### src/rtl/nic_pkg.sv
package nic_pkg;
    typedef enum logic [1:0] {
        SZ_BYTE = 2'd0,
        SZ_HALF = 2'd1,
        SZ_WORD = 2'd2
    } acc_size_e;

    localparam int unsigned PRIO_LSB = 8;  // priority field position in a node register
endpackage

### src/rtl/nic_prio_enc.sv
module nic_prio_enc #(
    parameter int unsigned NUM_NODES = 8,
    parameter int unsigned PRIO_W    = 3,
    localparam int unsigned IDX_W    = $clog2(NUM_NODES)
) (
    input  logic [NUM_NODES-1:0]             en,
    input  logic [NUM_NODES-1:0]             pend,
    input  logic [NUM_NODES-1:0][PRIO_W-1:0] prio,
    output logic [PRIO_W-1:0]                win_prio,
    output logic [IDX_W-1:0]                 win_idx
);
    // Strict greater-than while scanning upward keeps the lowest index on ties.
    always_comb begin
        win_prio = '0;
        win_idx  = '0;
        for (int i = 0; i < NUM_NODES; i++) begin
            if (en[i] && pend[i] && (prio[i] > win_prio)) begin
                win_prio = prio[i];
                win_idx  = IDX_W'(i);
            end
        end
    end
endmodule

### src/rtl/nic_prio_stack.sv
module nic_prio_stack #(
    parameter int unsigned PRIO_W = 3,
    parameter int unsigned DEPTH  = 8,
    localparam int unsigned CNT_W = $clog2(DEPTH + 1),
    localparam int unsigned PTR_W = $clog2(DEPTH)
) (
    input  logic              clk,
    input  logic              rst_n,
    input  logic              push,
    input  logic              pop,
    input  logic [PRIO_W-1:0] push_val,
    output logic [PRIO_W-1:0] top_val,
    output logic              empty
);
    typedef struct packed {
        logic [DEPTH-1:0][PRIO_W-1:0] mem;
        logic [CNT_W-1:0]             cnt;
    } stk_t;

    stk_t st_d, st_q;

    always_comb begin
        st_d = st_q;
        if (push && (st_q.cnt < CNT_W'(DEPTH))) begin
            st_d.mem[PTR_W'(st_q.cnt)] = push_val;
            st_d.cnt = st_q.cnt + 1'b1;
        end else if (pop && (st_q.cnt != '0)) begin
            st_d.cnt = st_q.cnt - 1'b1;
        end
    end

    always_ff @(posedge clk or negedge rst_n) begin
        if (!rst_n) st_q <= '0;
        else        st_q <= st_d;
    end

    assign empty   = (st_q.cnt == '0);
    assign top_val = empty ? '0 : st_q.mem[PTR_W'(st_q.cnt - 1'b1)];
endmodule

### src/rtl/nic_core.sv
module nic_core #(
    parameter int unsigned          NUM_NODES = 8,
    parameter int unsigned          PRIO_W    = 3,
    parameter int unsigned          ADDR_W    = 12,
    parameter logic [ADDR_W-1:0]    VEC_BASE  = 12'h800,
    parameter logic [ADDR_W-1:0]    CTRL_ADDR = 12'h080
) (
    input  logic                 clk,
    input  logic                 rst_n,
    input  logic                 bus_valid,
    input  logic                 bus_write,
    input  logic [ADDR_W-1:0]    bus_addr,
    input  logic [1:0]           bus_size,
    input  logic [31:0]          bus_wdata,
    output logic [31:0]          bus_rdata,
    input  logic [NUM_NODES-1:0] src_set,
    output logic                 irq_n
);
    import nic_pkg::*;

    localparam int unsigned IDX_W  = $clog2(NUM_NODES);
    localparam int unsigned LEVELS = 1 << PRIO_W;
    localparam logic [ADDR_W-1:0] EXIT_ADDR = VEC_BASE + ADDR_W'(12'h100);

    typedef struct packed {
        logic [NUM_NODES-1:0]             en;
        logic [NUM_NODES-1:0]             pend;
        logic [NUM_NODES-1:0][PRIO_W-1:0] prio;
        logic [PRIO_W-1:0]                cur;
        logic                             te;
    } state_t;

    state_t st_d, st_q;

    logic [PRIO_W-1:0] win_prio;
    logic [IDX_W-1:0]  win_idx;
    logic [PRIO_W-1:0] stk_top;
    logic              stk_empty;
    logic              req_active, do_ack, do_exit;
    logic              node_hit, ctrl_hit, vec_hit, exit_hit, fx_ok;
    logic [IDX_W-1:0]  node_idx;
    logic [31:0]       vec_val;
    logic              unused_wdata;

    nic_prio_enc #(.NUM_NODES(NUM_NODES), .PRIO_W(PRIO_W)) u_enc (
        .en       (st_q.en),
        .pend     (st_q.pend),
        .prio     (st_q.prio),
        .win_prio (win_prio),
        .win_idx  (win_idx)
    );

    nic_prio_stack #(.PRIO_W(PRIO_W), .DEPTH(LEVELS)) u_stk (
        .clk      (clk),
        .rst_n    (rst_n),
        .push     (do_ack),
        .pop      (do_exit),
        .push_val (st_q.cur),
        .top_val  (stk_top),
        .empty    (stk_empty)
    );

    assign node_hit   = bus_valid && ((bus_addr >> 2) < ADDR_W'(NUM_NODES));
    assign node_idx   = bus_addr[IDX_W+1:2];
    assign ctrl_hit   = bus_valid && (bus_addr == CTRL_ADDR);
    assign vec_hit    = bus_valid && !bus_write && (bus_addr == VEC_BASE);
    assign exit_hit   = bus_valid && bus_write && (bus_addr == EXIT_ADDR);
    assign fx_ok      = st_q.te && (acc_size_e'(bus_size) == SZ_WORD);
    assign req_active = (win_prio > st_q.cur);
    assign do_ack     = vec_hit && fx_ok && req_active;
    assign do_exit    = exit_hit && fx_ok && !stk_empty;
    assign vec_val    = 32'(VEC_BASE) + ({{(32-IDX_W){1'b0}}, win_idx} << 2) + 32'd4;
    assign unused_wdata = ^{bus_wdata[31:PRIO_LSB+PRIO_W], bus_wdata[PRIO_LSB-1:2]};

    always_comb begin
        st_d = st_q;
        if (bus_write && node_hit) begin
            st_d.en[node_idx]   = bus_wdata[0];
            st_d.pend[node_idx] = bus_wdata[1];
            st_d.prio[node_idx] = bus_wdata[PRIO_LSB +: PRIO_W];
        end
        if (bus_write && ctrl_hit) st_d.te = bus_wdata[0];
        if (do_ack) begin
            st_d.pend[win_idx] = 1'b0;
            st_d.cur           = win_prio;
        end
        if (do_exit) st_d.cur = stk_top;
        st_d.pend = st_d.pend | src_set;  // peripheral set wins over any clear
    end

    always_ff @(posedge clk or negedge rst_n) begin
        if (!rst_n) begin
            st_q    <= '0;
            st_q.te <= 1'b1;
        end else begin
            st_q <= st_d;
        end
    end

    always_comb begin
        bus_rdata = '0;
        if (bus_valid && !bus_write) begin
            if (node_hit) begin
                bus_rdata[0] = st_q.en[node_idx];
                bus_rdata[1] = st_q.pend[node_idx];
                bus_rdata[PRIO_LSB +: PRIO_W] = st_q.prio[node_idx];
            end else if (ctrl_hit) begin
                bus_rdata[0] = st_q.te;
            end else if (vec_hit) begin
                bus_rdata = req_active ? vec_val : 32'(VEC_BASE);
            end
        end
    end

    assign irq_n = !req_active;

    // Observation points for the bound checker
    logic [PRIO_W-1:0]    cur_prio;
    logic [NUM_NODES-1:0] en_vec, pend_vec;
    logic                 te_bit;
    assign cur_prio = st_q.cur;
    assign en_vec   = st_q.en;
    assign pend_vec = st_q.pend;
    assign te_bit   = st_q.te;
endmodule

### config.mk
export PLATFORM = sky130hd
export DESIGN_NAME = nic_core
export DESIGN_NICKNAME = d
export VERILOG_FILES = /design/src/rtl/nic_pkg.sv /design/src/rtl/nic_prio_enc.sv /design/src/rtl/nic_prio_stack.sv /design/src/rtl/nic_core.sv
export SDC_FILE = /design/constraint.sdc
export NUM_CORES = 1
export LEC_CHECK = 0
export ABC_AREA = 1
export CAP_MARGIN = 20
export CORE_MARGIN = 2
export CORE_UTILIZATION = 25
export CTS_BUF_LIST = sky130_fd_sc_hd__clkbuf_4 sky130_fd_sc_hd__clkbuf_8 sky130_fd_sc_hd__clkbuf_16
export DETAILED_ROUTE_END_ITERATION = 8
export GPL_TIMING_DRIVEN = 0
export PLACE_DENSITY = 0.53
export RECOVER_POWER = 100
export SYNTH_ARGS = -nofsm -noshare
export SYNTH_HDL_FRONTEND = slang
export SYNTH_SLANG_ARGS = --single-unit
### constraint.sdc
create_clock -name clk -period 19.56 [get_ports clk]
set_input_delay 1.956 -clock clk [delete_from_list [all_inputs] [get_ports clk]]
set_output_delay 1.956 -clock clk [all_outputs]
set_load 0.005 [all_outputs]
==> results.tsv <==
metric	value	unit
fillCellCount	2131	
yosys_warnings	0	
gr-total-overflow	0	
power_density	56.6	nW/µm²
synth.yosys.seq_area_share	36.7	%
finish.utilization	30.6	%
netlist-cell-type-count	41	
insertion_delay_to_the_later_sink_of_the_worst_skew_pair	350	ps
grt.busiest_layer	met2	
grtUsageTotal	14.5	%
critical-path-max-stage-delay	610	ps
post_synthesis_cell_area	4910	µm²
cts_hold_buf	0	
hold_path_class	reg2reg	
clock-sinks	72	
cp_max_fo	9	
n_antenna_cell	0	
ys_seq_elements	72	
met1_usage	20.8	%
drt_drc_violations_left	0	
hold_violations	0	
synth-edff-count	0	
floorplan_die_area	20800	µm²
irDropWorstVdd	0.0320	mV
initial_utilization	25.4	%
tritoncts	done	
cts_made_buffers	9	
globalplace.congestion	0.863	
layout.cells.most_common	sky130_fd_sc_hd__nand2_1	
die_h	144	µm
vias	4520	
post_synth.cell_area_avg	7.23	µm²
worstSetupPathType	reg2out	
initial_antenna_violation_count	0	
finClkSkew	12.0	ps
worst_path_most_repeated_cell	sky130_fd_sc_hd__nand2_1	
setup_viol	0	
totalNegativeSetupSlack	0	ps
outcome	finished, violations left	
wire_length_of_the_first_global_routing_pass	23000	µm
cts_root_buf	sky130_fd_sc_hd__clkbuf_16	
grt_pass1_vias	4344	
area_growth	20.7	%
floorplan.core_area	19300	µm²
drt_wl_total	14000	µm
synth_flop_cell	sky130_fd_sc_hd__dfrtp_1	
route.detailed.vias_per_inst	4.42	
cts.repair_timing.setup_buffer_count	0	
grt.met3_usage	2.12	%
clk_pin_slew	70	ps
maxSlewHeadroom	-91.3	%
final-seq-area	1800	µm²
worst-slew-pin-transition	2870	ps
post_route_cells_drive_above_1_share	9.89	%
leakagePower	0.00277	µW
multi_input_area	2570	µm²
async_flop_share	100	%
cts-htree-levels	3	
drt-wirelength-per-cell	13.7	µm
grt_max_degree	52	
met2_usage	22.1	%
max_root_sink_buffers	2	
num_io_pins	91	
rows	51	
maxCapViolations	1	
nets	828	
max_clock_freq	0.0750	GHz
drtPass1Iterations	5	
die_w	144	µm
post_synth_inst_count	679	
period_minus_slack	13340	ps
maxSlewViolCount	52	
ctsResizeCount	0	
stdcell_count	1023	
worst_setup_path_end_kind	primary output	
violations_in_the_final_reports	capacitance limit, slew limit	
layout.cells.most_common_list	sky130_fd_sc_hd__nand2_1, sky130_fd_sc_hd__o21ai_0, sky130_fd_sc_hd__inv_1, sky130_fd_sc_hd__dfrtp_1, sky130_fd_sc_hd__nor2_1	
data_arrival_time_of_the_critical_path	11380	ps
period_share	68.2	%
route.antenna.remaining_nets	0	
worstPathRequired	17600	ps
dp.final_hpwl	10600	µm
place_inst	1007	
drt_first_iter_violations	323	
placement.io_buffers	40	
grt_setup_unrepaired	no	
critPathSlowestCell	sky130_fd_sc_hd__dlygate4sd3_1	
startpoint_type	flop	
==> metrics by stage <==
stage / cell area, µm² / worst slack [ps] / power (µW) / hold WS, ps
2_1_floorplan: 4990 / 9340 / 165 / 448
3_3_place_gp: 5720 / 7510 / 178 / 466
3_5_place_dp: 5750 / 7480 / 179 / 473
4_1_cts: 6030 / 7020 / 340 / 487
5_1_grt: 5920 / 4910 / 347 / 510
6_report: 5920 / 6220 / 335 / 485
==> layer usage <==
layer  up-vias  wire length [µm]  part of all wire (%)
met2       121              6080                    43
met3        13               762                   5.4
met1      2041              6920                    49
li1       2345                 -                     -
met5         -                 0                     0
met4         0               257                   1.8
==> registers in the layout (all words and copies together), names as in the netlist <==
register and flops:
u_stk.st_q 28, te_bit 1, cur_prio 3, pend_vec 8
en_vec 8, st_q 24
==> final timing paths <==
| kind | from | to | slack (ps) | depth (start not counted) |
|---|---|---|---|---|
| min in group asynchronous | rst_n | u_stk.st_q[20] | 1830 | 1 |
| min | u_stk.st_q[25] | u_stk.st_q[25] | 490 | 2 |
| max | pend_vec[0] | bus_rdata[4] | 6220 | 56 |
| min reg2reg | u_stk.st_q[25] | u_stk.st_q[25] | 490 | 2 |
| max in group asynchronous | rst_n | st_q[17] | 14440 | 2 |
| max reg2reg | pend_vec[0] | u_stk.st_q[3] | 8130 | 58 |
==> synth_stat cells, types with 5 or more instances <==
cell	number	area (µm²)
sky130_fd_sc_hd__dfrtp_1	71	1780
sky130_fd_sc_hd__o21ai_1	9	45.0
sky130_fd_sc_hd__clkbuf_1	6	22.5
sky130_fd_sc_hd__nor2_1	51	191
sky130_fd_sc_hd__nand4_1	5	31.3
sky130_fd_sc_hd__nor3_1	6	30.0
sky130_fd_sc_hd__buf_4	22	165
sky130_fd_sc_hd__nand3_1	45	225
sky130_fd_sc_hd__nand2_2	16	100
sky130_fd_sc_hd__nand3_2	9	90.1
sky130_fd_sc_hd__nand2_4	6	67.6
sky130_fd_sc_hd__o21ai_0	96	480
sky130_fd_sc_hd__nor4_1	8	50.1
sky130_fd_sc_hd__inv_1	84	315
sky130_fd_sc_hd__nand2_1	164	616
sky130_fd_sc_hd__o211ai_1	7	52.6
sky130_fd_sc_hd__o221ai_1	7	61.3
sky130_fd_sc_hd__a21oi_1	16	80.1
sky130_fd_sc_hd__ha_1	17	213
==> power by group <==
| group | internal [µW] | switching [µW] |
|---|---|---|
| registers | 149 | 0.523 |
| clock network | 89.8 | 70.6 |
| logic | 10.5 | 14.4 |
| total | 250 | 85.6 |
==> worst max-delay path: cells and delay by family (launching register included) <==
kind / cells / cell delay [ps]
buffers and inverters: 3 / 790
adder cells (fa/ha/maj): 8 / 2350
AND/OR/NAND/NOR: 35 / 5100
AO/OA/AOI/OAI: 10 / 2350
flip-flops: 1 / 410
==> layout make-up <==
cell class,instances,share of cell area [%]
Inverter,89,5.64
Clock inverter,6,0.761
Tap cell,265,5.60
Clock buffer,10,4.04
Buffer,29,3.23
Multi-Input combinational cell,510,43.5
Timing Repair Buffer,42,6.80
Sequential cell,72,30.5
==> kinds of logic after synthesis <==
logic type,after synthesis,share of synthesized area [%]
AO/OA/AOI/OAI,146,16.8
XOR/XNOR,4,0.714
adder cells (fa/ha/maj),17,4.33
buffers and inverters,118,10.7
flip-flops,72,36.7
multiplexers,1,0.229
other,1,0.0764
AND/OR/NAND/NOR,320,30.4
No activity file was read; power rests on OpenSTA's default activity.
